`src/rtl/vlegal_check.sv`:
```
module vlegal_check #(
  parameter int NREG  = 32,
  parameter int GRP_W = 2
) (
  input  logic                     vec_en,
  input  logic                     vtype_bad,
  input  logic [GRP_W-1:0]         grp_log2,
  input  logic [$clog2(NREG)-1:0]  vd,
  input  logic [$clog2(NREG)-1:0]  vs1,
  input  logic [$clog2(NREG)-1:0]  vs2,
  input  logic                     vs1_vec,
  input  logic                     vm,
  input  logic                     is_cmp,
  output logic                     illegal,
  output logic [2:0]               cause
);
  localparam int RW = $clog2(NREG);
  localparam logic [2:0] C_NONE  = 3'd0;
  localparam logic [2:0] C_OFF   = 3'd1;
  localparam logic [2:0] C_VTYPE = 3'd2;
  localparam logic [2:0] C_ALIGN = 3'd3;
  localparam logic [2:0] C_V0    = 3'd4;
  localparam logic [2:0] C_OVL   = 3'd5;

  logic [RW-1:0] lo_mask;
  logic          grouped;
  logic          mis_vd, mis_vs1, mis_vs2;
  logic          in_vs1, in_vs2;
  logic          f_align, f_v0, f_ovl;

  assign lo_mask = RW'((1 << grp_log2) - 1);
  assign grouped = (grp_log2 != '0);

  assign mis_vd  = |(vd  & lo_mask);
  assign mis_vs1 = |(vs1 & lo_mask);
  assign mis_vs2 = |(vs2 & lo_mask);

  assign in_vs2 = ((vd & ~lo_mask) == (vs2 & ~lo_mask));
  assign in_vs1 = ((vd & ~lo_mask) == (vs1 & ~lo_mask));

  assign f_align = grouped & ((!is_cmp & mis_vd) | mis_vs2 | (vs1_vec & mis_vs1));
  assign f_v0    = !is_cmp & !vm & (vd == '0);
  assign f_ovl   = is_cmp & grouped & (in_vs2 | (vs1_vec & in_vs1));

  always_comb begin
    if (!vec_en)        cause = C_OFF;
    else if (vtype_bad) cause = C_VTYPE;
    else if (f_align)   cause = C_ALIGN;
    else if (f_v0)      cause = C_V0;
    else if (f_ovl)     cause = C_OVL;
    else                cause = C_NONE;
  end

  assign illegal = !vec_en | vtype_bad | f_align | f_v0 | f_ovl;

  always_comb begin
    if (!vec_en) begin
      assert_disabled_R1: assert (illegal && cause == C_OFF);
    end
    if (vec_en && vtype_bad) begin
      assert_vtype_R2: assert (cause == C_VTYPE);
    end
    if (vec_en && !vtype_bad && !is_cmp && !vm && vd == '0 && grp_log2 == '0) begin
      assert_v0_masked_R5: assert (cause == C_V0);
    end
    if (is_cmp && vs2 == '0 && (!vs1_vec || vs1 == '0)) begin
      assert_cmp_vd_free_R4: assert (cause != C_ALIGN);
    end
    if (grp_log2 == '0) begin
      assert_no_overlap_g1_R7: assert (cause != C_OVL && cause != C_ALIGN);
    end
    assert_flag_matches_R10: assert (illegal == (cause != C_NONE));
  end
endmodule

```
`config.mk`:
```
export PLATFORM = sky130hd
export DESIGN_NAME = vlegal_check
export DESIGN_NICKNAME = d
export VERILOG_FILES = /design/src/rtl/vlegal_check.sv
export SDC_FILE = /design/constraint.sdc
export NUM_CORES = 1
export LEC_CHECK = 0
export CORE_AREA = 2 2 39 41
export DETAILED_ROUTE_END_ITERATION = 7
export DIE_AREA = 0 0 41 43
export SYNTH_ARGS = -nofsm -noshare
export SYNTH_HDL_FRONTEND = slang
export SYNTH_SLANG_ARGS = --single-unit
```
`constraint.sdc`:
```
create_clock -name vclk -period 2.9
set_input_delay 0.58 -clock vclk [all_inputs]
set_output_delay 0.58 -clock vclk [all_outputs]
set_load 0.02 [all_outputs]
```
==> impl_metrics.csv <==
group,metric,value,unit
grt,grt-ovfl-total,0,
worst_setup_path,worstSetupEndpointType,"output port",
grt,antenna_found_initial,0,
floorplanning,rows,14,
power,p_per_area,143,mW/mm2
finish,fin_area,631,um2
floorplanning,die_w,41,um
worst_hold_path,hold_depth,5,
worst_hold_path,holdPathEnd,"cause[2]",
timing,slew-limit-headroom,0.771,
synth,syn_nets,60,
placement,portBuffers,26,
route,final_antenna_net_count,0,
worst_setup_path,path_max_fanout,3,
worst_setup_path,worstPathArrival,2.21,ns
floorplanning,dieArea,0.00176,mm2
synth,synth.most_common_cell,"xnor2_1",
grt,grt_pass1_vias,409,
worst_hold_path,hp-class,"in -> out",
synth,netlist_instances,38,
finish,nets,100,
power,p_leak,0.258,nW
placement,post-place-ws,-0.349,ns
power,power,90.0,uW
grt,grt_max_degree,6,
finish,flops_and_latches,0,
grt,grtUsageTotal,0.125,
finish,nClkBuffers,0,
placement,place_area,632,um2
synth,synth_area_leaders,"xnor2_1 (27%), o21ai_0 (9.6%), o41ai_2 (6.2%), a21oi_1 (5.7%), o21a_1 (5.7%)",
worst_setup_path,cp_top_family,"buffers and inverters",
worst_setup_path,worstPathCellList,"clkdlybuf4s50_1, a211oi_2, nor2_1, o41ai_2, nand2_1, nand4b_1, buf_2",
route,dr.pass1.iters,2,
route,drt_wl_total,1010,um
job,cap_viol_max_count,0,
placement,post-place-cells,92,
synth,synth_top_area_cell,"xnor2_1",
timing,slew_viol_final,0,
floorplanning,start_util,0.189,
placement,gp_congestion,0.751,
worst_hold_path,hold_path_startpoint,"vd[1]",
synth,yosys_warnings,0,
route,drc,0,
worst_setup_path,crit_buf_inv,2,
timing,post-route-min-period,2.79,ns
placement,dp_hpwl,862,um
synth,ys_seq_area_frac,0,
synth,synth_cell_type_count,19,
timing,fin_hold_ws,1.75,ns
route,vias,428,
worst_setup_path,slowest_delay,0.46,ns
finish,seqCellArea,0,um2
finish,area_growth,141,%
power,peakVddDrop,51.4,uV
floorplanning,core_area,0.00138,mm2
timing,setup_violations,0,
outcome,status,"finished, final reports clean",
route,viasPerCell,4.65,
timing,worstMarginPinSlew,0.341,ns
finish,instances_no_fill,92,
grt,grt_pass1_wl,1610,um
synth,synth_top_area_frac,0.268,
route,wl_per_cell,11.0,um
timing,period_share,0.963,
synth,syn_area_per_cell,6.88,um2
clock_network,cts_setup_buffers,0,
worst_setup_path,critPathRequiredTime,2.32,ns
timing,max_freq,358,MHz
finish,num_antenna_cells,0,
timing,finalHoldViolCount,0,
floorplanning,io_pins,26,
clock_network,holdBufCountCts,0,
route,drt_iter0_drc,3,
timing,rsz0062_at_grt,"false",
synth,synth_commonest_cells,"xnor2_1 (8), o21ai_0 (5), a21oi_1 (3), nand2_1 (3)",
finish,drive_gt1_frac,0.276,
worst_setup_path,slowest_stage,"clkdlybuf4s50_1",
worst_setup_path,cp-startpoint,"vd[0]",
worst_setup_path,worstSetupStartpointType,"primary input",
synth,syn_area,262,um2
timing,finalWorstSetupSlack,0.109,ns
floorplanning,die_h,43,um
worst_setup_path,crit_type,"in -> out",
power breakdown:
| group | switching [mW] | leakage [nW] | internal (mW) |
|---|---|---|---|
| clock network | 0 | 0 | 0 |
| registers | 0 | 0 | 0 |
| logic | 0.0359 | 0.258 | 0.0541 |
| total | 0.0359 | 0.258 | 0.0541 |
layout by cell type, fill, tap and decap left out, types with 2 or more instances in the layout:
master            n
xnor2_1           8
a21oi_1           3
buf_2             2
nand3_1           2
nor2_1            2
buf_4            12
clkdlybuf4s50_1  18
dlymetal6s2s_1    3
nand2_1           3
o21a_1            2
clkbuf_2          2
o21ai_0           4
metrics by stage:
| step | util | setup TNS [ns] |
|---|---|---|
| 5_1_grt | 0.456 | 0 |
| 2_1_floorplan | - | 0 |
| 3_5_place_dp | 0.457 | -1.35 |
| 4_1_cts | 0.460 | 0 |
| 3_3_place_gp | 0.457 | -1.30 |
| 6_report | 0.456 | 0 |
final cells by class:
| class | instances | area [um2] |
|---|---|---|
| well taps | 16 | 20.0 |
| repair buffers | 38 | 337 |
| multi-input cells | 38 | 274 |
| fillers | 159 | 753 |
worst max path at each step:
stage                           to  depth (start not counted)  slack, ns
final                      illegal                          7       0.11
after global routing       illegal                          7      0.005
after detailed placement   illegal                          7      -0.35
after floorplan           cause[2]                          5       0.67
after CTS                 cause[0]                          7      0.001
after global placement    cause[2]                          7      -0.35
cells by family (layout without fill, tap and decap cells):
family / after synthesis / count (layout) / share of synthesized area
AO/OA/AOI/OAI: 17 / 17 / 0.474
XOR/XNOR: 8 / 8 / 0.268
buffers and inverters: 0 / 38 / 0
AND/OR/NAND/NOR: 13 / 13 / 0.258
per-layer routing:
layer  GRT usage  wire [um]  vias up
li1            -          -      225
met1       0.174        470      184
met2       0.219        466       19
met3           0         76        0
met4           0          0        0
met5           0          0        -
timing repair:
| item | in CTS | in global routing |
|---|---|---|
| hold endpoints to repair | 0 | 0 |
| resized for setup | 10 | 11 |
| endpoints found under the setup margin | 4 | 4 |
| pin swaps | 3 | 4 |
Power figures use the tool's default switching activity.
